File: src/rtl/galpat_pkg.sv
package galpat_pkg;

  typedef enum logic [2:0] {
    PH_IDLE,
    PH_FILL,
    PH_INV,
    PH_RDB,
    PH_RDO,
    PH_RST
  } phase_e;

  // First other-cell index for a given base
  function automatic int first_other(input int base);
    return (base == 0) ? 1 : 0;
  endfunction

  // Final other-cell index for a given base in an n-deep array
  function automatic int last_other(input int base, input int n);
    return (base == n - 1) ? n - 2 : n - 1;
  endfunction

  // Successor of an other-cell index, jumping over the base
  function automatic int next_other(input int oth, input int base);
    return (oth + 1 == base) ? oth + 2 : oth + 1;
  endfunction

  // Port cycles from accepted start to done
  function automatic int run_cycles(input int n);
    return 4 * n * n + 2 * n;
  endfunction

endpackage

File: src/rtl/galpat_seq.sv
module galpat_seq
  import galpat_pkg::*;
#(
  parameter int N      = 8,
  parameter int DATA_W = 4,
  parameter int ADDR_W = 3
) (
  input  logic              clk,
  input  logic              rst_n,
  input  logic              start,
  output logic              start_acc,
  output logic              busy,
  output logic              done,
  output logic              mem_en,
  output logic              mem_we,
  output logic [ADDR_W-1:0] mem_addr,
  output logic [DATA_W-1:0] mem_wdata,
  output logic              rd_valid,
  output logic              rd_is_base,
  output logic [DATA_W-1:0] rd_exp,
  output logic [ADDR_W-1:0] base_addr,
  output logic [ADDR_W-1:0] oth_addr,
  output logic [DATA_W-1:0] bg_word,
  output logic              ev_fill_wr,
  output logic              ev_inv_wr,
  output logic              ev_base_rd,
  output logic              ev_oth_rd,
  output logic              ev_rst_wr
);

  localparam logic [ADDR_W-1:0] LAST_ADDR = ADDR_W'(N - 1);

  phase_e            phase_q;
  logic [ADDR_W-1:0] base_q;
  logic [ADDR_W-1:0] oth_q;
  logic              bg_q;
  logic              done_q;

  logic              oth_last;
  logic [ADDR_W-1:0] oth_first;
  logic [ADDR_W-1:0] oth_succ;

  assign bg_word   = {DATA_W{bg_q}};
  assign busy      = (phase_q != PH_IDLE);
  assign start_acc = start && (phase_q == PH_IDLE);
  assign done      = done_q;
  assign base_addr = base_q;
  assign oth_addr  = oth_q;

  assign oth_first = ADDR_W'(first_other(int'(base_q)));
  assign oth_succ  = ADDR_W'(next_other(int'(oth_q), int'(base_q)));
  assign oth_last  = (oth_q == ADDR_W'(last_other(int'(base_q), N)));

  assign ev_fill_wr = (phase_q == PH_FILL);
  assign ev_inv_wr  = (phase_q == PH_INV);
  assign ev_base_rd = (phase_q == PH_RDB);
  assign ev_oth_rd  = (phase_q == PH_RDO);
  assign ev_rst_wr  = (phase_q == PH_RST);

  always_comb begin
    mem_en     = 1'b0;
    mem_we     = 1'b0;
    mem_addr   = '0;
    mem_wdata  = '0;
    rd_valid   = 1'b0;
    rd_is_base = 1'b0;
    rd_exp     = '0;
    unique case (phase_q)
      PH_FILL: begin
        mem_en    = 1'b1;
        mem_we    = 1'b1;
        mem_addr  = oth_q;
        mem_wdata = bg_word;
      end
      PH_INV: begin
        mem_en    = 1'b1;
        mem_we    = 1'b1;
        mem_addr  = base_q;
        mem_wdata = ~bg_word;
      end
      PH_RDB: begin
        mem_en     = 1'b1;
        mem_addr   = base_q;
        rd_valid   = 1'b1;
        rd_is_base = 1'b1;
        rd_exp     = ~bg_word;
      end
      PH_RDO: begin
        mem_en   = 1'b1;
        mem_addr = oth_q;
        rd_valid = 1'b1;
        rd_exp   = bg_word;
      end
      PH_RST: begin
        mem_en    = 1'b1;
        mem_we    = 1'b1;
        mem_addr  = base_q;
        mem_wdata = bg_word;
      end
      default: ;
    endcase
  end

  always_ff @(posedge clk or negedge rst_n) begin
    if (!rst_n) begin
      phase_q <= PH_IDLE;
      base_q  <= '0;
      oth_q   <= '0;
      bg_q    <= 1'b0;
      done_q  <= 1'b0;
    end else begin
      done_q <= 1'b0;
      unique case (phase_q)
        PH_IDLE: begin
          if (start) begin
            phase_q <= PH_FILL;
            bg_q    <= 1'b0;
            oth_q   <= '0;
            base_q  <= '0;
          end
        end
        PH_FILL: begin
          if (oth_q == LAST_ADDR) begin
            phase_q <= PH_INV;
            base_q  <= '0;
          end else begin
            oth_q <= oth_q + 1'b1;
          end
        end
        PH_INV: begin
          phase_q <= PH_RDB;
          oth_q   <= oth_first;
        end
        PH_RDB: phase_q <= PH_RDO;
        PH_RDO: begin
          if (oth_last) begin
            phase_q <= PH_RST;
          end else begin
            phase_q <= PH_RDB;
            oth_q   <= oth_succ;
          end
        end
        PH_RST: begin
          if (base_q == LAST_ADDR) begin
            if (bg_q) begin
              phase_q <= PH_IDLE;
              done_q  <= 1'b1;
            end else begin
              phase_q <= PH_FILL;
              bg_q    <= 1'b1;
              oth_q   <= '0;
            end
          end else begin
            phase_q <= PH_INV;
            base_q  <= base_q + 1'b1;
          end
        end
        default: phase_q <= PH_IDLE;
      endcase
    end
  end

endmodule

File: src/rtl/galpat_cmp.sv
module galpat_cmp #(
  parameter int DATA_W = 4,
  parameter int ADDR_W = 3
) (
  input  logic              clk,
  input  logic              rst_n,
  input  logic              clear,
  input  logic              rd_valid,
  input  logic              rd_is_base,
  input  logic [DATA_W-1:0] rd_exp,
  input  logic [ADDR_W-1:0] base_addr,
  input  logic [ADDR_W-1:0] oth_addr,
  input  logic [DATA_W-1:0] mem_rdata,
  output logic              mismatch,
  output logic              fail,
  output logic [ADDR_W-1:0] fail_base,
  output logic [ADDR_W-1:0] fail_other,
  output logic              fail_on_base
);

  logic              pend_v;
  logic              pend_isb;
  logic [DATA_W-1:0] pend_exp;
  logic [ADDR_W-1:0] pend_base;
  logic [ADDR_W-1:0] pend_oth;

  assign mismatch = pend_v && (mem_rdata != pend_exp);

  always_ff @(posedge clk or negedge rst_n) begin
    if (!rst_n) begin
      pend_v    <= 1'b0;
      pend_isb  <= 1'b0;
      pend_exp  <= '0;
      pend_base <= '0;
      pend_oth  <= '0;
    end else begin
      pend_v    <= rd_valid;
      pend_isb  <= rd_is_base;
      pend_exp  <= rd_exp;
      pend_base <= base_addr;
      pend_oth  <= oth_addr;
    end
  end

  always_ff @(posedge clk or negedge rst_n) begin
    if (!rst_n) begin
      fail         <= 1'b0;
      fail_base    <= '0;
      fail_other   <= '0;
      fail_on_base <= 1'b0;
    end else if (clear) begin
      fail         <= 1'b0;
      fail_base    <= '0;
      fail_other   <= '0;
      fail_on_base <= 1'b0;
    end else if (mismatch && !fail) begin
      fail         <= 1'b1;
      fail_base    <= pend_base;
      fail_other   <= pend_oth;
      fail_on_base <= pend_isb;
    end
  end

endmodule

File: src/rtl/galpat_tester.sv
module galpat_tester
  import galpat_pkg::*;
#(
  parameter int N      = 8,
  parameter int DATA_W = 4,
  localparam int ADDR_W = (N < 2) ? 1 : $clog2(N)
) (
  input  logic              clk,
  input  logic              rst_n,
  input  logic              start,
  output logic              busy,
  output logic              done,
  output logic              fail,
  output logic [ADDR_W-1:0] fail_base,
  output logic [ADDR_W-1:0] fail_other,
  output logic              fail_on_base,
  output logic              mem_en,
  output logic              mem_we,
  output logic [ADDR_W-1:0] mem_addr,
  output logic [DATA_W-1:0] mem_wdata,
  input  logic [DATA_W-1:0] mem_rdata
);

  if (N < 2) begin : g_bad_depth
    $error("galpat_tester needs N >= 2");
  end

  logic              start_acc;
  logic              rd_valid;
  logic              rd_is_base;
  logic [DATA_W-1:0] rd_exp;
  logic [ADDR_W-1:0] base_addr;
  logic [ADDR_W-1:0] oth_addr;
  logic [DATA_W-1:0] bg_word;
  logic              ev_fill_wr;
  logic              ev_inv_wr;
  logic              ev_base_rd;
  logic              ev_oth_rd;
  logic              ev_rst_wr;
  logic              mismatch;

  galpat_seq #(
    .N     (N),
    .DATA_W(DATA_W),
    .ADDR_W(ADDR_W)
  ) u_seq (
    .clk       (clk),
    .rst_n     (rst_n),
    .start     (start),
    .start_acc (start_acc),
    .busy      (busy),
    .done      (done),
    .mem_en    (mem_en),
    .mem_we    (mem_we),
    .mem_addr  (mem_addr),
    .mem_wdata (mem_wdata),
    .rd_valid  (rd_valid),
    .rd_is_base(rd_is_base),
    .rd_exp    (rd_exp),
    .base_addr (base_addr),
    .oth_addr  (oth_addr),
    .bg_word   (bg_word),
    .ev_fill_wr(ev_fill_wr),
    .ev_inv_wr (ev_inv_wr),
    .ev_base_rd(ev_base_rd),
    .ev_oth_rd (ev_oth_rd),
    .ev_rst_wr (ev_rst_wr)
  );

  galpat_cmp #(
    .DATA_W(DATA_W),
    .ADDR_W(ADDR_W)
  ) u_cmp (
    .clk         (clk),
    .rst_n       (rst_n),
    .clear       (start_acc),
    .rd_valid    (rd_valid),
    .rd_is_base  (rd_is_base),
    .rd_exp      (rd_exp),
    .base_addr   (base_addr),
    .oth_addr    (oth_addr),
    .mem_rdata   (mem_rdata),
    .mismatch    (mismatch),
    .fail        (fail),
    .fail_base   (fail_base),
    .fail_other  (fail_other),
    .fail_on_base(fail_on_base)
  );

endmodule

File: config.mk
export PLATFORM = sky130hd
export DESIGN_NAME = galpat_tester
export DESIGN_NICKNAME = d
export VERILOG_FILES = /design/src/rtl/galpat_pkg.sv /design/src/rtl/galpat_seq.sv /design/src/rtl/galpat_cmp.sv /design/src/rtl/galpat_tester.sv
export SDC_FILE = /design/constraint.sdc
export NUM_CORES = 1
export LEC_CHECK = 0
export BUFFER_PORTS_ARGS = -buffer_cell sky130_fd_sc_hd__buf_2
export CAP_MARGIN = 20
export CORE_MARGIN = 8
export CORE_UTILIZATION = 37
export DETAILED_ROUTE_END_ITERATION = 10
export GPL_TIMING_DRIVEN = 0
export PLACE_DENSITY_LB_ADDON = 0.25
export SYNTH_ARGS = -nofsm -noshare
export SYNTH_HDL_FRONTEND = slang
export SYNTH_SLANG_ARGS = --single-unit
File: constraint.sdc
create_clock -name clk -period 2.4 [get_ports clk]
set_input_delay 0.24 -clock clk [delete_from_list [all_inputs] [get_ports clk]]
set_output_delay 0.24 -clock clk [all_outputs]
set_load 0.05 [all_outputs]
==> metrics.md <==
| Metric | Value |
|---|---|
| Via count | 1392 |
| Most frequent CP cell | buf_2 |
| Antenna violations before repair | 0 |
| Via density per instance | 5.50 |
| Post-DP HPWL | 2940 µm |
| Number of enable flip-flop cells after synthesis | 0 |
| Worst-case clock buffer depth | 2 |
| Critical path fanouts, max | 10 |
| Final Hold Viols | 0 |
| Fin util | 0.452 |
| Reg2Reg Setup Slack | 0.26 ns |
| TNS Setup | 0 ns |
| Critical Path Max Stage Delay | 0.42 ns |
| Gate Count Post-Synth | 172 |
| Max Cap Viol | 0 |
| Async set-reset flop share out of synthesis | 1.00 |
| Htree depth | 1 |
| Unrepaired setup endpoints after global routing | no |
| Peak supply drop | 0.000624 V |
| Most frequent cells in the layout | buf_2, dfrtp_1, nor2_1, a21oi_1, nand2b_1 |
| Final nets | 215 |
| Critical Path End Type | output pin |
| Seq cells post-synth | 28 |
| Synth top area share | 0.408 |
| Number of warnings issued by yosys | 0 |
| Die Ht | 84.1 µm |
| LEAKAGE | 0.909 nW |
| Post-synthesis sequential area ratio | 0.408 |
| GRT overflow | 0 |
| Min-delay worst type | in2reg |
| CTS clk-pin slew, worst paths | 0.11 ns |
| Main synth FF type | dfrtp_1 |
| Synth unique cells | 50 |
| Pwr Total | 0.00251 W |
| Crit path time final | 2.22 ns |
| Share of post-route cells with drive strength above 1 | 0.259 |
| CP required | 2.16 ns |
| Clk sink count | 28 |
| Row count | 24 |
| WL per Instance | 15.0 µm |
| WL met2 | 1840 µm |
| Least-Margin Pin Slew | 0.618 ns |
| Status | complete, no violations |
| Syn avg cell area | 9.97 µm² |
| RePlAce Congestion | 0.829 |
| P per Cell Area | 1260 nW/µm² |
| Final setup violation count | 0 |
| N_diodes | 0 |
| Fill cells | 446 |
| Slowest library cell on the worst path | dfrtp_1 |
| Final worst path period share | 0.923 |
| Top post-synthesis cells by area | dfrtp_1, ha_1, nand4b_1 |
| First-pass GRT wire length | 6580 µm |
| Iteration-0 DRC Markers | 37 |
| Max Clk Rate | 451 MHz |
| Die Wd | 84.1 µm |
| Post-Layout Cell Count | 253 |
| Slew HR | 0.586 |
| CTS tree | built |
| Top Layer Used | met4 |
| DRC Markers | 0 |
| GRT Total Usage | 0.110 |
| I/O Pins | 26 |
| Syn nets | 185 |
| Crit path cell chain | buf_4 > buf_2 > mux2_2 > a22oi_1 > o22ai_1 > buf_2 |
| Largest net degree at the start of global routing | 29 |
| Root Buffer | clkbuf_8 |
| Placed Cells incl. Taps | 249 |
| Vias in the first global route | 1334 |
| Crit Path Class | reg2out |
| CP startpoint kind | flip-flop |
| DR WL met3 | 177 µm |
| Final Max Tran Viols | 0 |
| Synth-to-Final Area Change | 16.4% |
| Initial Utilization | 0.389 |
| TritonRoute pass-1 iters | 4 |
| Total die area | 7070 µm² |
| Setup Skew | 0.0114 ns |
| CTS Buf Count | 3 |
| Metal1 wirelength | 1770 µm |
| Clock latency on the worst-skew pair | 0.28 ns |
| Core area | 4410 µm² |
| Mapped Area | 1720 µm² |
| Post-Route WL | 3810 µm |
| WP data arrival | 1.98 ns |
| Antenna viol nets, final | 0 |
| Setup bufs post-CTS | 0 |
| Largest area contributor in the netlist | dfrtp_1 |
| Port bufs | 25 |
[cell usage after synthesis, types with 4 or more instances]
cell,number
mux2_2,4
a21oi_1,12
nor2_1,12
nand4b_1,7
nand2_1,7
o22ai_1,4
o31ai_1,8
clkbuf_1,4
nand2b_1,9
buf_4,4
o21ai_0,4
inv_1,8
ha_1,6
dfrtp_1,28
[worst paths after layout]
path	start	end	cells past startpoint
max	u_seq.phase_q[0]$_DFFE_PN0P_	mem_addr[0]	6
min	start	u_seq.bg_q$_DFFE_PN0P_	4
max reg2reg	u_seq.base_addr[0]$_DFFE_PN0P_	u_seq.oth_addr[1]$_DFFE_PN0P_	7
min reg2reg	u_seq.oth_addr[0]$_DFFE_PN0P_	u_cmp.pend_oth[0]$_DFF_PN0_	0
max in group asynchronous	rst_n	u_seq.phase_q[2]$_DFFE_PN0P_	2
min in group asynchronous	rst_n	u_seq.oth_addr[0]$_DFFE_PN0P_	2
[layout make-up]
| cell class | count | area [µm²] | share of cell area |
|---|---|---|---|
| Inverter | 8 | 30.0 | 0.0150 |
| Buffer | 12 | 71.3 | 0.0357 |
| Timing Repair Buffer | 26 | 135 | 0.0677 |
| Multi-Input combinational cell | 123 | 923 | 0.462 |
| Clock inverter | 1 | 30.0 | 0.0150 |
| Tap cell | 52 | 65.1 | 0.0326 |
| Sequential cell | 28 | 701 | 0.351 |
| Clock buffer | 3 | 41.3 | 0.0207 |
[flip-flops by register name, summed over array words and instances (netlist names)]
name	flops
u_cmp.fail_base	3
u_cmp.fail_other	3
u_cmp.pend_base	3
u_cmp.pend_oth	3
u_seq.base_addr	3
u_seq.oth_addr	3
u_seq.phase_q	3
u_cmp.fail	1
u_cmp.fail_on_base	1
u_cmp.pend_exp	1
u_cmp.pend_isb	1
u_cmp.pend_v	1
u_seq.bg_q	1
u_seq.done	1
[metal layers]
metal | track usage | vias to the layer above
met3 | 0.0322 | 2
met4 | 0.0141 | 0
met2 | 0.176 | 25
met1 | 0.144 | 664
li1 | - | 701
met5 | 0 | -
[where the power goes]
part | switching, W | internal [W] | total [W]
Clock | 0.000154 | 0.000223 | 0.000378
Combinational | 0.000909 | 0.000468 | 0.00138
Sequential | 0.000136 | 0.000620 | 0.000755
Total | 0.00120 | 0.00131 | 0.00251
[metrics by stage]
| stage | instance area, µm² | hold WS [ns] | setup slack [ns] |
|---|---|---|---|
| 6_report | 2000 | 0.393 | 0.184 |
| 3_5_place_dp | 1910 | 0.297 | 0.177 |
| 5_1_grt | 2000 | 0.434 | 0.0128 |
| 3_3_place_gp | 1910 | 0.293 | 0.178 |
| 4_1_cts | 1990 | 0.394 | 0.101 |
| 2_1_floorplan | 1720 | -0.0556 | 0.0796 |
[critical path: cells and delay by family, from the launching register on]
family	cells	cell delay (ns)
buffers and inverters	3	0.64
flip-flops	1	0.42
multiplexers	1	0.36
AO/OA/AOI/OAI	2	0.27
[cells by family after synthesis]
kind of cell | after synthesis | share of synthesized area
DFF | 28 | 0.408
adders and majority gates | 6 | 0.0438
muxes | 6 | 0.0481
and+or+nand+nor | 53 | 0.185
AOI/OAI and AO/OA | 55 | 0.239
buffers and inverters | 21 | 0.0613
xor gates and xnor gates | 3 | 0.0153
[what timing repair did]
item	4_1_cts	5_1_grt
gates resized for setup	0	3
endpoints found under the setup margin	0	6
endpoints found under the hold margin	28	0
hold buffers	1	0
(Power assumes the default switching activity.)
